<file path="src/rtl/thf_pkg.sv">
package thf_pkg;
  localparam int MODE_W = 3;
  localparam int CNT_W  = 5;
  localparam int GROW_W = 5;

  typedef logic [MODE_W-1:0] mode_t;

  // Unused codes fall back to the pass-through mode.
  function automatic mode_t mode_clean(input mode_t m);
    return (m > 3'd5) ? 3'd0 : m;
  endfunction

  function automatic logic [CNT_W-1:0] mode_count(input mode_t m);
    case (m)
      3'd1:    return 5'd2;
      3'd2:    return 5'd4;
      3'd3:    return 5'd6;
      3'd4:    return 5'd10;
      3'd5:    return 5'd18;
      default: return 5'd1;
    endcase
  endfunction

  function automatic logic [2:0] mode_shift(input mode_t m);
    case (m)
      3'd1, 3'd2: return 3'd1;
      3'd3:       return 3'd2;
      3'd4:       return 3'd3;
      3'd5:       return 3'd4;
      default:    return 3'd0;
    endcase
  endfunction

  function automatic logic mode_trims(input mode_t m);
    return (m >= 3'd2) && (m <= 3'd5);
  endfunction
endpackage

</file>
<file path="src/rtl/thf_rst_sync.sv">
module thf_rst_sync (
  input  logic clk,
  input  logic rst_n,
  output logic rst_sync_n
);
  logic [1:0] sync_q;

  always_ff @(posedge clk or negedge rst_n) begin
    if (!rst_n) sync_q <= 2'b00;
    else        sync_q <= {sync_q[0], 1'b1};
  end

  assign rst_sync_n = sync_q[1];
endmodule

</file>
<file path="src/rtl/thf_lane.sv">
module thf_lane
  import thf_pkg::*;
#(
  parameter int DATA_W = 12
) (
  input  logic              clk,
  input  logic              rst_n,
  input  mode_t             cfg_mode,
  input  logic              smp_valid,
  input  logic [DATA_W-1:0] smp_code,
  output logic              done,
  output logic [DATA_W-1:0] result
);
  localparam int SUM_W = DATA_W + GROW_W;

  logic [CNT_W-1:0]  cnt_q,  cnt_n;
  logic [SUM_W-1:0]  sum_q,  sum_n;
  logic [DATA_W-1:0] min_q,  min_n;
  logic [DATA_W-1:0] max_q,  max_n;
  mode_t             mode_q, mode_n;
  logic              en;

  logic              fresh;
  logic [CNT_W-1:0]  acc_cnt;
  logic [SUM_W-1:0]  acc_sum, trimmed;
  logic [DATA_W-1:0] acc_min, acc_max;

  always_comb begin
    mode_n  = mode_clean(cfg_mode);
    // Start over when idle or when the mode moved under a partial measurement.
    fresh   = (cnt_q == '0) || (mode_n != mode_q);
    acc_cnt = (fresh ? '0 : cnt_q) + 1'b1;
    acc_sum = (fresh ? '0 : sum_q) + SUM_W'(smp_code);
    acc_min = fresh ? smp_code : ((smp_code < min_q) ? smp_code : min_q);
    acc_max = fresh ? smp_code : ((smp_code > max_q) ? smp_code : max_q);
    done    = smp_valid && (acc_cnt == mode_count(mode_n));
    trimmed = mode_trims(mode_n) ? (acc_sum - SUM_W'(acc_min) - SUM_W'(acc_max))
                                 : acc_sum;
    result  = DATA_W'(trimmed >> mode_shift(mode_n));

    en    = smp_valid || (cnt_q != '0 && mode_n != mode_q);
    cnt_n = '0;
    sum_n = acc_sum;
    min_n = acc_min;
    max_n = acc_max;
    if (smp_valid && !done) cnt_n = acc_cnt;
  end

  always_ff @(posedge clk or negedge rst_n) begin
    if (!rst_n) begin
      cnt_q  <= '0;
      sum_q  <= '0;
      min_q  <= '0;
      max_q  <= '0;
      mode_q <= '0;
    end else if (en) begin
      cnt_q  <= cnt_n;
      sum_q  <= sum_n;
      min_q  <= min_n;
      max_q  <= max_n;
      mode_q <= mode_n;
    end
  end
endmodule

</file>
<file path="src/rtl/thf_top.sv">
module thf_top
  import thf_pkg::*;
#(
  parameter int NUM_SENSORS = 4,
  parameter int DATA_W      = 12,
  localparam int SEL_W      = (NUM_SENSORS > 1) ? $clog2(NUM_SENSORS) : 1,
  localparam int CFG_W      = NUM_SENSORS * MODE_W
) (
  input  logic              clk,
  input  logic              rst_n,
  input  logic              smp_valid,
  input  logic [SEL_W-1:0]  smp_sensor,
  input  logic [DATA_W-1:0] smp_code,
  input  logic [CFG_W-1:0]  mode_cfg,
  output logic              res_valid,
  output logic [SEL_W-1:0]  res_sensor,
  output logic [DATA_W-1:0] res_code
);
  logic                   rst_sync_n;
  logic [NUM_SENSORS-1:0] lane_done;
  logic [DATA_W-1:0]      lane_res [NUM_SENSORS];
  logic [DATA_W-1:0]      pick;
  logic                   any_done;
  logic                   vld_q;
  logic [SEL_W-1:0]       tag_q;
  logic [DATA_W-1:0]      code_q;

  thf_rst_sync u_rst (
    .clk        (clk),
    .rst_n      (rst_n),
    .rst_sync_n (rst_sync_n)
  );

  for (genvar i = 0; i < NUM_SENSORS; i++) begin : g_lane
    thf_lane #(.DATA_W(DATA_W)) u_lane (
      .clk       (clk),
      .rst_n     (rst_sync_n),
      .cfg_mode  (mode_cfg[i*MODE_W +: MODE_W]),
      .smp_valid (smp_valid && (smp_sensor == SEL_W'(i))),
      .smp_code  (smp_code),
      .done      (lane_done[i]),
      .result    (lane_res[i])
    );
  end

  // At most one lane finishes per cycle, so an OR of masked results selects it.
  always_comb begin
    pick = '0;
    for (int i = 0; i < NUM_SENSORS; i++)
      if (lane_done[i]) pick = pick | lane_res[i];
    any_done = |lane_done;
  end

  always_ff @(posedge clk or negedge rst_sync_n) begin
    if (!rst_sync_n) vld_q <= 1'b0;
    else             vld_q <= any_done;
  end

  always_ff @(posedge clk or negedge rst_sync_n) begin
    if (!rst_sync_n) begin
      tag_q  <= '0;
      code_q <= '0;
    end else if (any_done) begin
      tag_q  <= smp_sensor;
      code_q <= pick;
    end
  end

  assign res_valid  = vld_q;
  assign res_sensor = tag_q;
  assign res_code   = code_q;
endmodule

</file>
<file path="config.mk">
export PLATFORM = sky130hd
export DESIGN_NAME = thf_top
export DESIGN_NICKNAME = d
export VERILOG_FILES = /design/src/rtl/thf_pkg.sv /design/src/rtl/thf_rst_sync.sv /design/src/rtl/thf_lane.sv /design/src/rtl/thf_top.sv
export SDC_FILE = /design/constraint.sdc
export NUM_CORES = 1
export LEC_CHECK = 0
export CAP_MARGIN = 20
export CORE_UTILIZATION = 31
export DETAILED_ROUTE_END_ITERATION = 8
export PLACE_DENSITY_LB_ADDON = 0.1
export SLEW_MARGIN = 20
export SYNTH_ARGS = -nofsm -noshare
export SYNTH_HDL_FRONTEND = slang
export SYNTH_SLANG_ARGS = --single-unit
</file>
<file path="constraint.sdc">
create_clock -name clk -period 15.1 [get_ports clk]
set_input_delay 4.53 -clock clk [delete_from_list [all_inputs] [get_ports clk]]
set_output_delay 4.53 -clock clk [all_outputs]
set_load 0.005 [all_outputs]
</file>
After elaboration in Yosys (flattened, before gate mapping)
Cells that the tools add are included.
- register bits: 213
- latch bits: 0
- RAM bits: 0
- ROM bits: 0
- input bits: 29
- memories: 0
- add/sub/neg operators: 16
- multipliers: 0
- divide/modulo/power cells: 0
- order comparisons: 20
- equality and inequality tests: 31
- shift-type cells: 4
- mux-type cells: 48
- bitwise operators: 3
- reductions and logical operators: 46
- operators by type and width (operator ; count):
    12-bit 2-to-1 mux ; 20
    17-bit 2-to-1 mux ; 8
    17-bit by 12-bit subtractor with 17-bit output ; 8
    5-bit case mux with 5 select lines ; 4
    17-bit by 12-bit adder with 17-bit output ; 4
    17-bit by 3-bit right shift with 12-bit output ; 4
    12-bit > comparator ; 4
    12-bit less-than comparator ; 4
    3-bit case mux with 4 select lines ; 4
    5-bit 2-to-1 mux ; 8
    12-bit bitwise OR ; 3
    3-bit by 2-bit equality test with 1-bit output (second input constant) ; 8
    3-bit equality test (second input constant) ; 8
    5-bit by 1-bit adder with 5-bit output (second input constant) ; 4
    5-bit equality test ; 4
    1-bit logical AND ; 20
    5-bit zero test ; 4
    5-bit nonzero test ; 4
    3-bit by 1-bit equality test with 1-bit output (second input constant) ; 4
    3-bit by 2-bit greater-or-equal comparator with 1-bit output (second input constant) ; 4
    3-bit > comparator (second input constant) ; 4
    3-bit less-or-equal comparator (second input constant) ; 4
    3-bit 2-to-1 mux ; 4
    3-bit != test ; 4
    7 further kinds ; 21

Longest topological paths before layout
- depth in word-level cells: 17
- gate-level depth with buffers: 27

By module
From an unflattened synthesis, not the netlist that was laid out.
- cells, all modules: 2601
- area, all modules: 22451.5 um^2
- by module, submodules not included (module ; instances ; cells each ; area each (um^2)):
    thf_lane (g_lane[1].u_lane ...) ; 2 ; 625 ; 5417.7
    thf_lane (g_lane[0].u_lane) ; 1 ; 666 ; 5424.0
    thf_lane (g_lane[3].u_lane) ; 1 ; 604 ; 5350.1
    thf_top ; 1 ; 78 ; 788.3
    thf_rst_sync ; 1 ; 3 ; 53.8

Worst setup path after synthesis
OpenSTA, ideal clock, no wires.
- path kind: in2reg
- start: in mode_cfg[9]
- end: reg code_q[9], in the netlist res_code[9]
- library setup time: 0.126 ns
- arrival: 9.807 ns
- required time: 14.974 ns
- setup slack: 5.167 ns
- stages: 24
- cell sequence: buf_2 > xor2_1 > o22ai_1 > o21a_1 > clkbuf_1 > clkbuf_1 > and2_1 > ha_1 > fa_1 > a211oi_1 > o21ai_0 > a221oi_2 > xnor2_1 > fa_1 > ha_1 > and3_1 > a311o_1 > a21oi_1 > xnor2_1 > mux2i_1 > a22o_1 > a21oi_1 > a22o_1 > o32a_1
- cells in the longest elaborated chain, start to end: 12
- elaborated cells between the ends (all ways): 30
- classes of those cells: add/sub (4); order compare (3); eq/ne (7); shift (1); mux (9); bitwise (1); reduce/logical (5)
- RTL lines (what ; RTL line ; RTL):
    start, declared ; thf_top.sv:14 ; input logic [CFG_W-1:0] mode_cfg,
    3-bit > comparator ; thf_pkg.sv:10 ; return (m > 3'd5) ? 3'd0 : m;
    3-bit 2-to-1 mux * ; thf_pkg.sv:10 ;
    3-bit != test * ; thf_lane.sv:31 ; fresh = (cnt_q == '0) || (mode_n != mode_q);
    1-bit logical OR * ; thf_lane.sv:31 ;
    17-bit 2-to-1 mux * ; thf_lane.sv:33 ; acc_sum = (fresh ? '0 : sum_q) + SUM_W'(smp_code);
    17-bit by 12-bit adder with 17-bit output * ; thf_lane.sv:33 ;
    named net g_lane[3].u_lane.acc_sum[10] ; thf_lane.sv:25 ; logic [SUM_W-1:0] acc_sum, trimmed;
    17-bit by 12-bit subtractor with 17-bit output (2 in a row) ; thf_lane.sv:37 ; trimmed = mode_trims(mode_n) ? (acc_sum - SUM_W'(acc_min) - SUM_W'(acc_max))
    17-bit 2-to-1 mux * ; thf_lane.sv:37 ;
    17-bit by 3-bit right shift with 12-bit output * ; thf_lane.sv:39 ; result = DATA_W'(trimmed >> mode_shift(mode_n));
    12-bit bitwise OR * ; thf_top.sv:50 ; if (lane_done[i]) pick = pick | lane_res[i];
    12-bit 2-to-1 mux * ; thf_top.sv:50 ;
    end signal, assigned ; thf_top.sv:65 ; code_q <= pick;
    end, declared ; thf_top.sv:26 ; logic [DATA_W-1:0] code_q;
The timed path passes the listed nets; every way through them passes the cells marked *.
A chain may end at the register's enable or synchronous reset.

Final worst setup path
- start: in mode_cfg[6]
- end: reg code_q[11], in the netlist res_code[11]
- cells in the longest elaborated chain, start to end: 14
- elaborated cells between the ends (all ways): 32
- classes of those cells: add/sub (4); order compare (3); eq/ne (7); shift (1); mux (10); bitwise (2); reduce/logical (5)
- RTL lines (what ; RTL line):
    3-bit > comparator ; thf_pkg.sv:10
    3-bit 2-to-1 mux * ; thf_pkg.sv:10
    3-bit != test * ; thf_lane.sv:31
    1-bit logical OR * ; thf_lane.sv:31
    17-bit 2-to-1 mux * ; thf_lane.sv:33
    17-bit by 12-bit adder with 17-bit output * ; thf_lane.sv:33
    named net g_lane[2].u_lane.acc_sum[10] ; thf_lane.sv:25
    17-bit by 12-bit subtractor with 17-bit output (2 in a row) ; thf_lane.sv:37
    17-bit 2-to-1 mux * ; thf_lane.sv:37
    17-bit by 3-bit right shift with 12-bit output * ; thf_lane.sv:39
    12-bit bitwise OR * ; thf_top.sv:50
    12-bit 2-to-1 mux * ; thf_top.sv:50
    12-bit bitwise OR ; thf_top.sv:50
    12-bit 2-to-1 mux * ; thf_top.sv:50
Marks and branches as above.

==> reports/qor.csv <==
metric,value,unit
grt_pass1_wl,108000,µm
ir_worst_vdd,0.102,mV
drive_above_1_share,8.33,%
clock_power_share,23.0,%
p_sw,1.33,mW
yosysTopAreaCell,dfrtp_1,
fin_ws,3.57,ns
vias_per_cell,5.36,
synthTopCellsByArea,"dfrtp_1, ha_1, mux2i_1",
drcViolationCount,0,
slowest_stage,clkdlybuf4s50_1,
critical-path-top-delay-family,compound AO/OA/AOI/OAI gates,
period_share,76.4,%
drt-initial-drc-count,1022,
finalPower,3.18,mW
syn2layout_area_growth,11.3,%
dp_hpwl,50900,µm
ys_warn_count,0,
design.die.area,69400,µm²
rsz0062_at_grt,false,
path_cells,"clkdlybuf4s50_1, xor2_1, nor4_2, o21a_1, and2_1, ha_1, inv_1, fa_1, nor2b_1, o2111ai_1, and3_1, o41ai_1, xor2_1, fa_1, ha_1, a21oi_1, o21ai_0, o41ai_1, xor2_1, nor2_1, a2111oi_0, a311o_1, o22ai_1, o311ai_1",
track_usage,19.8,%
power_frac_seq,28.6,%
fp-row-count,95,
syn_inst,2520,
syn_nets,2797,
ys_seq_area_share,24.7,%
wire_per_inst,20.1,µm
final-hold-violation-count,0,
p_per_area,135,nW/µm²
worstSetupPathType,input pin to flip-flop,
initial_core_util,31.4,%
status,completed,
wirelength,68700,µm
dieWidth,263,µm
setup_viol,0,
grt_pass1_vias,18300,
combPwrFrac,48.4,%
fin_area,23600,µm²
worstSetupEndpointType,flip-flop,
overflow,0,
avgSynthCellArea,8.40,µm²
hold_path_class,flip-flop to flip-flop,
leakagePower,10.7,nW
design.core.area,67400,µm²
fin_crit,11.53,ns
fmax,86.7,MHz
ys_async_sr_fraction,100,%
dieHeight,263,µm
antenna_found_initial,0,
fillers,6962,
slew_headroom,34.3,%
synth_top_area_share,24.7,%
grt_start_max_net_pins,64,
clockBufferDepth,3,
hold_buffers,0,
internal_power,1.85,mW
maxCapViolCount,0,
final_core_util,35.0,%
slew_viol_final,0,
drtPass1Iterations,6,
arrival,12.01,ns
postPlaceCellArea,22600,µm²
ctsRootBufferMaster,clkbuf_16,
cts_setup_buffers,0,
htreeDepth,1,
synth_edf_count,0,
via_count,18300,
yosysMostFrequentCell,nand2_1,
insertion_delay,0.60,ns
cp_max_fo,18,
critPathMaxStageDelay,0.81,ns
synthTopCellsByCount,"nand2_1, dfrtp_1, ha_1, nor2_1, a21oi_1",
ys_types,96,
place.port_buffers,43,
cts.sinks,209,
power.share.switching,41.8,%
synth_area,21200,µm²
yosys_register_bits,209,
worst-path-buf-inv,2,
fin_nets,2800,
ant_nets,0,
post-place-ws,2.97,ns
finClkSkew,0.0123,ns
critPathLaunchType,input pin,
cts.clk_slew.worst_paths,0.06,ns
fin_setup_tns,0,ns
globalplace.congestion,0.851,
cpMostUsedCell,xor2_1,
max_slew.worst_pin.slew,0.978,ns
cts_tree,done,
synth_ff_type,dfrtp_1,
cts_resized,0,
worstPathRequired,15.58,ns
pin_count,44,
numCtsBuffers,31,
cell type report:
cell class | count | area (µm²) | share of cell area (%)
multi-input cells | 2051 | 15000 | 63.5
flip-flops and latches | 209 | 5230 | 22.2
well taps | 873 | 1090 | 4.63
clock buffers | 42 | 877 | 3.72
repair buffers | 81 | 719 | 3.05
inverters | 149 | 559 | 2.37
clock inverters | 12 | 113 | 0.478
diodes | 1 | 2.50 | 0.0106
through the flow:
stage / std cells / hold slack (ns)
2_1_floorplan: 2520 / 0.331
3_3_place_gp: 3362 / 0.338
3_5_place_dp: 3363 / 0.343
4_1_cts: 3417 / 0.355
5_1_grt: 3417 / 0.356
6_report: 3418 / 0.352
logic make-up after synthesis:
logic type                 Yosys count  share of synthesized area (%)
and+or+nand+nor                    826                           18.3
AOI/OAI and AO/OA                  635                           19.5
buffers and inverters              260                           4.83
adders and majority gates          248                           16.5
muxes                              220                           11.1
DFF                                209                           24.7
xor gates and xnor gates           121                           5.04
other                                1                         0.0177
flip-flops by register name, indices dropped and copies added (netlist names):
| register | flops |
|---|---|
| g_lane.u_lane.sum_q | 64 |
| g_lane.u_lane.max_q | 48 |
| g_lane.u_lane.min_q | 48 |
| g_lane.u_lane.cnt_q | 20 |
| g_lane.u_lane.mode_q | 12 |
| res_code | 12 |
| res_sensor | 2 |
| u_rst.sync_q | 2 |
| res_valid | 1 |
worst paths after layout:
check | startpoint | to | slack [ns] | depth (start not counted)
worst max-delay path | mode_cfg[6] | res_code[11]$_DFFE_PN0P_ | 3.57 | 24
worst min-delay path | u_rst.sync_q[0]$_DFF_PN0_ | u_rst.sync_q[1]$_DFF_PN0_ | 0.35 | 0
worst max register to register | g_lane[2].u_lane.mode_q[0]$_DFFE_PN0P_ | res_code[11]$_DFFE_PN0P_ | 7.94 | 23
worst min register to register | u_rst.sync_q[0]$_DFF_PN0_ | u_rst.sync_q[1]$_DFF_PN0_ | 0.35 | 0
max in group asynchronous | rst_n | u_rst.sync_q[1]$_DFF_PN0_ | 10.88 | 1
min in group asynchronous | u_rst.sync_q[1]$_DFF_PN0_ | g_lane[2].u_lane.max_q[8]$_DFFE_PN0P_ | 0.37 | 0
power by group through the flow:
stage | Combinational (mW) | Clock (mW) | Sequential (mW)
2_1_floorplan | 1.14 | 0 | 0.867
3_3_place_gp | 1.52 | 0 | 0.911
3_5_place_dp | 1.54 | 0 | 0.918
4_1_cts | 1.55 | 0.757 | 0.910
5_1_grt | 1.74 | 0.775 | 0.937
6_report | 1.54 | 0.732 | 0.909
per-layer routing:
layer / up-vias / routed length (µm) / GRT usage, %
met5: - / 0 / 0
met4: 0 / 1520 / 4.22
met3: 71 / 2200 / 2.12
met2: 315 / 30500 / 32.0
met1: 8919 / 34500 / 28.4
li1: 8999 / - / -
cell usage in the layout (no fill, tap or decap), types with 57 or more instances in the layout:
| master | synthesis | layout |
|---|---|---|
| a21o_1 | 61 | 61 |
| a21oi_1 | 182 | 179 |
| and2_1 | 59 | 58 |
| dfrtp_1 | 209 | 208 |
| ha_1 | 196 | 196 |
| inv_1 | 148 | 148 |
| mux2_2 | 76 | 76 |
| mux2i_1 | 139 | 138 |
| nand2_1 | 313 | 313 |
| nand3_1 | 57 | 57 |
| nor2_1 | 191 | 191 |
| o21ai_0 | 127 | 127 |
| xnor2_1 | 66 | 66 |
Note: power is estimated with default switching activity, not from simulation.
